==> src/rtl/feistel_pkg.sv <==
package feistel_pkg;

  localparam int unsigned MAX_W = 128;

  typedef enum logic [0:0] {ST_IDLE = 1'b0, ST_RUN = 1'b1} ctrl_state_t;

  function automatic logic [MAX_W-1:0] width_mask(input int unsigned w);
    if (w >= MAX_W) return '1;
    return (MAX_W'(1) << w) - MAX_W'(1);
  endfunction

  // left rotation of the low w bits of x by s (s < w)
  function automatic logic [MAX_W-1:0] rotl_w(input logic [MAX_W-1:0] x,
                                              input int unsigned s,
                                              input int unsigned w);
    logic [MAX_W-1:0] xm;
    xm = x & width_mask(w);
    return ((xm << s) | (xm >> (w - s))) & width_mask(w);
  endfunction

  // nonlinear mixing of one round: new upper word
  function automatic logic [MAX_W-1:0] round_mix(input logic [MAX_W-1:0] up,
                                                 input logic [MAX_W-1:0] lo,
                                                 input logic [MAX_W-1:0] rk,
                                                 input int unsigned w);
    logic [MAX_W-1:0] t;
    t = (rotl_w(up, 1, w) & rotl_w(up, 8, w)) ^ rotl_w(up, 2, w);
    return (t ^ lo ^ rk) & width_mask(w);
  endfunction

endpackage

==> src/rtl/feistel_round.sv <==
module feistel_round #(
  parameter int unsigned WORD_W = 16
) (
  input  logic [WORD_W-1:0] up_i,
  input  logic [WORD_W-1:0] lo_i,
  input  logic [WORD_W-1:0] rk_i,
  output logic [WORD_W-1:0] nxt_o
);
  import feistel_pkg::*;

  logic [MAX_W-1:0] up_ext, lo_ext, rk_ext, mix;

  assign up_ext = MAX_W'(up_i);
  assign lo_ext = MAX_W'(lo_i);
  assign rk_ext = MAX_W'(rk_i);
  assign mix    = round_mix(up_ext, lo_ext, rk_ext, WORD_W);
  assign nxt_o  = mix[WORD_W-1:0];

endmodule

==> src/rtl/feistel_ctrl.sv <==
module feistel_ctrl #(
  parameter int unsigned RND_W = 8
) (
  input  logic             clk,
  input  logic             rst_n,
  input  logic             start_i,
  input  logic [RND_W-1:0] rounds_i,
  output logic             load_o,
  output logic             round_o,
  output logic             last_o,
  output logic [RND_W-1:0] idx_o,
  output logic             done_o
);
  import feistel_pkg::*;

  ctrl_state_t      st_q;
  logic [RND_W-1:0] idx_q;
  logic [RND_W-1:0] lim_q;
  logic             done_q;

  assign load_o  = (st_q == ST_IDLE) && start_i;
  assign round_o = (st_q == ST_RUN);
  assign last_o  = round_o && (idx_q == lim_q - RND_W'(1));
  assign idx_o   = round_o ? idx_q : '0;
  assign done_o  = done_q;

  always_ff @(posedge clk or negedge rst_n) begin
    if (!rst_n) begin
      st_q   <= ST_IDLE;
      idx_q  <= '0;
      lim_q  <= '0;
      done_q <= 1'b0;
    end else begin
      done_q <= 1'b0;
      unique case (st_q)
        ST_IDLE: begin
          if (start_i) begin
            idx_q <= '0;
            lim_q <= rounds_i;
            if (rounds_i == '0) done_q <= 1'b1;
            else                st_q   <= ST_RUN;
          end
        end
        ST_RUN: begin
          if (last_o) begin
            st_q   <= ST_IDLE;
            idx_q  <= '0;
            done_q <= 1'b1;
          end else begin
            idx_q <= idx_q + RND_W'(1);
          end
        end
        default: st_q <= ST_IDLE;
      endcase
    end
  end

endmodule

==> src/rtl/feistel_state.sv <==
module feistel_state #(
  parameter int unsigned WORD_W = 16
) (
  input  logic                clk,
  input  logic                rst_n,
  input  logic                load_i,
  input  logic                round_i,
  input  logic [2*WORD_W-1:0] pt_i,
  input  logic [WORD_W-1:0]   rk_i,
  output logic [2*WORD_W-1:0] st_o
);
  logic [WORD_W-1:0] up_q, lo_q, up_nxt;

  feistel_round #(.WORD_W(WORD_W)) u_round (
    .up_i (up_q),
    .lo_i (lo_q),
    .rk_i (rk_i),
    .nxt_o(up_nxt)
  );

  always_ff @(posedge clk or negedge rst_n) begin
    if (!rst_n) begin
      up_q <= '0;
      lo_q <= '0;
    end else if (load_i) begin
      up_q <= pt_i[2*WORD_W-1:WORD_W];
      lo_q <= pt_i[WORD_W-1:0];
    end else if (round_i) begin
      up_q <= up_nxt;
      lo_q <= up_q;
    end
  end

  assign st_o = {up_q, lo_q};

endmodule

==> src/rtl/feistel_round_engine.sv <==
module feistel_round_engine #(
  parameter int unsigned WORD_W = 16,
  parameter int unsigned RND_W  = 8
) (
  input  logic                clk,
  input  logic                rst_n,
  input  logic                start_i,
  input  logic [2*WORD_W-1:0] pt_i,
  input  logic [RND_W-1:0]    rounds_i,
  input  logic [WORD_W-1:0]   key_i,
  output logic                key_req_o,
  output logic [RND_W-1:0]    key_idx_o,
  output logic [2*WORD_W-1:0] ct_o,
  output logic                busy_o,
  output logic                done_o
);
  localparam int unsigned BLK_W = 2 * WORD_W;

  // named internal events
  logic             load_fire;
  logic             round_fire;
  logic             last_round;
  logic [RND_W-1:0] idx;
  logic [BLK_W-1:0] state;

  feistel_ctrl #(.RND_W(RND_W)) u_ctrl (
    .clk     (clk),
    .rst_n   (rst_n),
    .start_i (start_i),
    .rounds_i(rounds_i),
    .load_o  (load_fire),
    .round_o (round_fire),
    .last_o  (last_round),
    .idx_o   (idx),
    .done_o  (done_o)
  );

  feistel_state #(.WORD_W(WORD_W)) u_state (
    .clk    (clk),
    .rst_n  (rst_n),
    .load_i (load_fire),
    .round_i(round_fire),
    .pt_i   (pt_i),
    .rk_i   (key_i),
    .st_o   (state)
  );

  assign key_req_o = round_fire;
  assign key_idx_o = idx;
  assign busy_o    = round_fire;
  assign ct_o      = state;

endmodule

==> config.mk <==
export PLATFORM = sky130hd
export DESIGN_NAME = feistel_round_engine
export DESIGN_NICKNAME = d
export VERILOG_FILES = /design/src/rtl/feistel_pkg.sv /design/src/rtl/feistel_round.sv /design/src/rtl/feistel_ctrl.sv /design/src/rtl/feistel_state.sv /design/src/rtl/feistel_round_engine.sv
export SDC_FILE = /design/constraint.sdc
export NUM_CORES = 1
export LEC_CHECK = 0
export BUFFER_PORTS_ARGS = -buffer_cell sky130_fd_sc_hd__buf_2
export CORE_MARGIN = 4
export CORE_UTILIZATION = 55
export DETAILED_ROUTE_END_ITERATION = 16
export PLACE_DENSITY = 0.85
export SYNTH_ARGS = -nofsm -noshare
export SYNTH_HDL_FRONTEND = slang
export SYNTH_HIERARCHICAL = 1
export SYNTH_SLANG_ARGS = --single-unit
export TNS_END_PERCENT = 20
==> constraint.sdc <==
create_clock -name clk -period 3.1 [get_ports clk]
set_input_delay 0.31 -clock clk [delete_from_list [all_inputs] [get_ports clk]]
set_output_delay 0.31 -clock clk [all_outputs]
set_load 0.1 [all_outputs]
Word-level counts from Yosys, hierarchy flattened
Index checks and enable logic that the tools add are counted.

word-level totals
  output and inout port bits = 43
  register bits after elaboration = 50
  word-level logic and storage cells = 39
  bits of input ports = 59

operators by class
  bitwise operators = 8
  $add $sub $neg = 2
  reduce and logical (&&, ||, !) cells = 5
  muxes and demuxes = 16
  eq/ne operators = 2

operators with widths
  cell                                                                number
  16-bit 2-to-1 mux                                                   4
  16-bit bitwise XOR                                                  3
  8-bit 2-to-1 mux                                                    3
  16-bit bitwise AND                                                  1
  16-bit by 1-bit bitwise OR with 16-bit output                       1
  16-bit by 2-bit bitwise OR with 16-bit output                       1
  16-bit by 8-bit bitwise OR with 16-bit output                       1
  8-bit one-hot mux with 2 select lines                               1
  8-bit by 1-bit adder with 8-bit output, second input constant       1
  8-bit == test                                                       1
  8-bit zero test                                                     1
  8-bit by 1-bit subtractor with 8-bit output, second input constant  1
  1-bit 2-to-1 mux                                                    6
  1-bit one-hot mux with 2 select lines                               2
  1-bit logical AND                                                   2
  2-bit != test, second input constant                                1
  2-bit AND reduction                                                 1
  2-bit nonzero test                                                  1
  1-bit NOT                                                           1

Depth between registers and ports, before layout
  depth after elaboration = 7
  gate-level depth with buffers = 9
  depth with buffers taken out = 8

By module
Netlist, hierarchy kept.

by module, submodules not included
  module                sequential area each (µm²)  instances  area each (µm²)  cells an instance
  feistel_state         800.8                       1          1512.7           139
  feistel_ctrl          450.4                       1          1162.4           123
  feistel_round         0.0                         1          560.5            48
  feistel_round_engine  0.0                         1          7.5              1

Worst setup path after synthesis
OpenSTA, ideal clock, no wires.

  path kind = reg-to-output
  start = register u_ctrl.st_q (netlist: u_ctrl/round_o)
  end = output key_idx_o[1]
  buffers on the path = 1
  cell stages (with the launch flop) = 4
  slack = 0.186 ns
  arrival = 2.604 ns
  data required time = 2.790 ns
  cell sequence = dfrtp_1 -> clkbuf_1 -> inv_1 -> nor2_1

on the way
  cells in the longest elaborated chain, start to end = 1

ends and longest elaborated chain
  what                    RTL line                    RTL
  from (decl)             feistel_ctrl.sv:16          ctrl_state_t st_q;
  from (signal assigned)  feistel_ctrl.sv:29          st_q <= ST_IDLE;
  from (signal assigned)  feistel_ctrl.sv:41          else st_q <= ST_RUN;
  from (signal assigned)  feistel_ctrl.sv:46          st_q <= ST_IDLE;
  8-bit 2-to-1 mux        feistel_ctrl.sv:24          assign idx_o = round_o ? idx_q : '0;
  to (decl)               feistel_round_engine.sv:12  output logic [RND_W-1:0] key_idx_o,

Every way passes these cells.

Worst setup path in the final report
  start = register u_ctrl.st_q (netlist: u_ctrl/round_o)
  end = output key_req_o

RTL lines
  what       RTL line                    RTL
  to (decl)  feistel_round_engine.sv:11  output logic key_req_o,

No word-level cell between the ends.

==> summary.txt <==
number of enable-type register cells in the synthesized netlist: 0
final setup slack of the worst path: 0.7244 ns
leftover overflow at the end of global routing: 0
synthesized area: 3243 sq um
clock edge transition at the registers on the reported setup and hold paths: 0.09 ns
residual DRC count: 0
Crit Path Max Fanout: 29
pin count of the biggest net entering global routing: 34
asr flop ratio synth: 100.0%
Primary FF master, synth: dfrtp_1
post-synthesis cell type count: 40
wire length of the first global-routing pass: 12.62 mm
fraction of layout cells with a size suffix above 1: 30.96%
total number of vias: 2657
die area: 7189 sq um
Crit Reg-Reg Endpoint: u_ctrl/idx_q[4]$_DFFE_PN0P_
final layout net count: 467
total CTS buffers: 5
CTS sink cnt: 50
highest-count cells in the layout ignoring fill and taps: buf_2 (101), nand2_1 (55), dfrtp_1 (49), mux2i_1 (32), o21ai_1 (29)
Finished Core Util: 68.56%
Avg Vias per Cell: 5.547
worst hold path class: in -> reg
placeable core region: 5608 sq um
RR Startpoint: u_ctrl/lim_q[0]$_DFFE_PN0P_
Final ANT Viol Nets: 0
effective utilization at floorplan: 57.83%
layout filler cell count: 445
clock tree from TritonCTS: done
y dimension of the die: 84.79 um
WL per Instance: 16.78 um
termination of the worst setup path: key_req_o
final estimated routing congestion in global placement: 0.9166
GRT Util Overall: 21.81%
status: complete, no violations
Total Neg Setup Slack: 0 ns
endpoint required time on the critical path: 2.79 ns
setup clock skew after layout: 0.008897 ns
Synth Register Bits: 50
Synth Warn #: 6
width of the die: 84.79 um
Post-Synthesis Net Count: 372
top-level port count: 102
Worst slew margin: 55.00%
placed cell count: 470
largest family of logic cells by synthesized area: XOR/XNOR gates
vias in the first global route: 2665
Detail Placement HPWL: 5.979 mm
fin crit period: 2.376 ns
total of endpoints with negative setup slack in the final report: 0
first drt pass iteration count: 4
Reg2Reg Setup Slack: 0.78 ns
area overhead of the layout relative to synthesis: 18.56%
mean instance size in the synthesized netlist: 10.43 sq um
Iter 0 DRT Violations: 179
clock latency of the later-clocked register in the worst-skew pair: 0.30 ns
data arrival time of the critical path: 2.07 ns
xor/xnor share of the synthesized area: 18.13%
total count of max-transition violations in the final report: 0
maximum capacitance violations: 0
routed wire length: 8.036 mm
Period Utilization, post-route: 76.63%
# H-tree levels: 2
top achievable clock speed: 421.0 MHz
Post-Synth Simple-Gate Area: 14.89%
unrepaired setup endpoints after global routing: false
fraction of the yosys area taken by sequential cells: 38.58%
type of origin of the critical path: flip-flop
beginning of the critical path: u_ctrl/round_o$_DFF_PN0_
Root Buffer: clkbuf_8
number of cells in the finished layout apart from fillers: 479
Tightest Pin Transition: 0.6736 ns
Post-Place Setup Slack: 0.8289 ns
cell count after synthesis: 311
most common library cell in the layout ignoring fill and taps: buf_2
antenna violations before repair: 0
worst r2r path cells: 8
multiplexer share of the synthesized area: 12.31%
number of endpoints with negative hold slack in the final report: 0
post-synthesis share of cell area spent on full adders, half adders and majority gates: 0.7716%
complex-gate fraction of the synthesized area: 10.38%
Crit Path Category: reg -> out
number of placement rows: 27
PortBufs: 101
CP Capture Type: primary output
buffers from clock root to sink, at most: 2
number of diodes: 0
[final cells by class]
| class | count | area [sq um] | area share (%) |
|---|---|---|---|
| clock buffers | 7 | 86.33 | 2.245 |
| inverters | 5 | 18.77 | 0.4881 |
| multi-input cells | 237 | 1839 | 47.84 |
| repair buffers | 107 | 553.0 | 14.38 |
| well taps | 72 | 90.09 | 2.343 |
| flip-flops and latches | 50 | 1252 | 32.57 |
| clock inverters | 1 | 5.005 | 0.1302 |
[worst min-delay path by stage]
stage,slack (ns),startpoint,cells after the start,endpoint
detailed placement,0.27,rst_n,1,u_ctrl/lim_q[3]$_DFFE_PN0P_
CTS,0.22,pt_i[19],3,u_state/up_q[3]$_DFFE_PN0P_
finish,0.22,pt_i[19],3,u_state/up_q[3]$_DFFE_PN0P_
global placement,0.27,rst_n,1,u_ctrl/lim_q[5]$_DFFE_PN0P_
global route,0.21,pt_i[16],3,u_state/up_q[0]$_DFFE_PN0P_
floorplan,0.01,rst_n,0,u_ctrl/done_o$_DFF_PN0_
[cell usage after synthesis (2+ instances only)]
| cell | count | area share, % |
|---|---|---|
| inv_1 | 5 | 0.58 |
| and2_1 | 9 | 1.7 |
| mux2i_1 | 32 | 9.9 |
| and3_1 | 4 | 0.77 |
| nand2b_1 | 2 | 0.39 |
| buf_4 | 2 | 0.46 |
| nor2_1 | 4 | 0.46 |
| xor2_1 | 21 | 5.7 |
| ha_1 | 2 | 0.77 |
| buf_2 | 5 | 0.77 |
| xnor2_1 | 5 | 1.4 |
| nand4_1 | 2 | 0.39 |
| nor4_1 | 3 | 0.58 |
| a21oi_1 | 5 | 0.77 |
| dfrtp_1 | 50 | 39 |
| buf_12 | 3 | 1.9 |
| mux2_2 | 7 | 2.4 |
| nand3b_1 | 5 | 1.2 |
| xnor3_1 | 16 | 11 |
| o21ai_0 | 6 | 0.93 |
| o21ai_1 | 29 | 4.5 |
| clkbuf_1 | 8 | 0.93 |
| nand2_1 | 55 | 6.4 |
| nor3_1 | 5 | 0.77 |
| nor2b_1 | 6 | 1.2 |
| nand3_1 | 2 | 0.31 |
| a221o_1 | 5 | 1.5 |
[critical path: stages, from the launching register on]
cell     delay (ns)
dfrtp_2        0.76
buf_4          0.48
buf_2          0.51
[routing by layer]
metal | GRT usage, % | share of wire (%)
met3 | 3.435 | 5.6
met4 | 7.770 | 2.5
met2 | 37.01 | 49
met5 | 0 | 0
met1 | 28.26 | 43
[state kept, by name, indices dropped and copies added (netlist names)]
| signal | count |
|---|---|
| u_state/up_q | 16 |
| u_ctrl/round_o | 1 |
| u_state/lo_q | 16 |
| u_ctrl/done_o | 1 |
| u_ctrl/lim_q | 8 |
| u_ctrl/idx_q | 8 |
[cell families after synthesis]
| kind of cell | Yosys count |
|---|---|
| DFF | 50 |
| and+or+nand+nor | 99 |
| muxes | 39 |
| adders and majority gates | 2 |
| AOI/OAI and AO/OA | 55 |
| buffers and inverters | 24 |
| xor gates and xnor gates | 42 |
[metrics by stage]
step	hold WS (ns)	area (sq um)
2_1_floorplan	0.01441	3243
3_3_place_gp	0.2710	3744
3_5_place_dp	0.2747	3744
4_1_cts	0.2155	3845
5_1_grt	0.2086	3845
6_report	0.2171	3845
[repair_timing]
item                      in CTS  in global routing
gates resized for setup        0                  0
hold endpoints to repair      17                  0
buffers inserted               0                  0
hold buffers                   1                  0
Power is not shown: default switching activity piles up to over one toggle a cycle in this logic, so the estimate is an artifact.
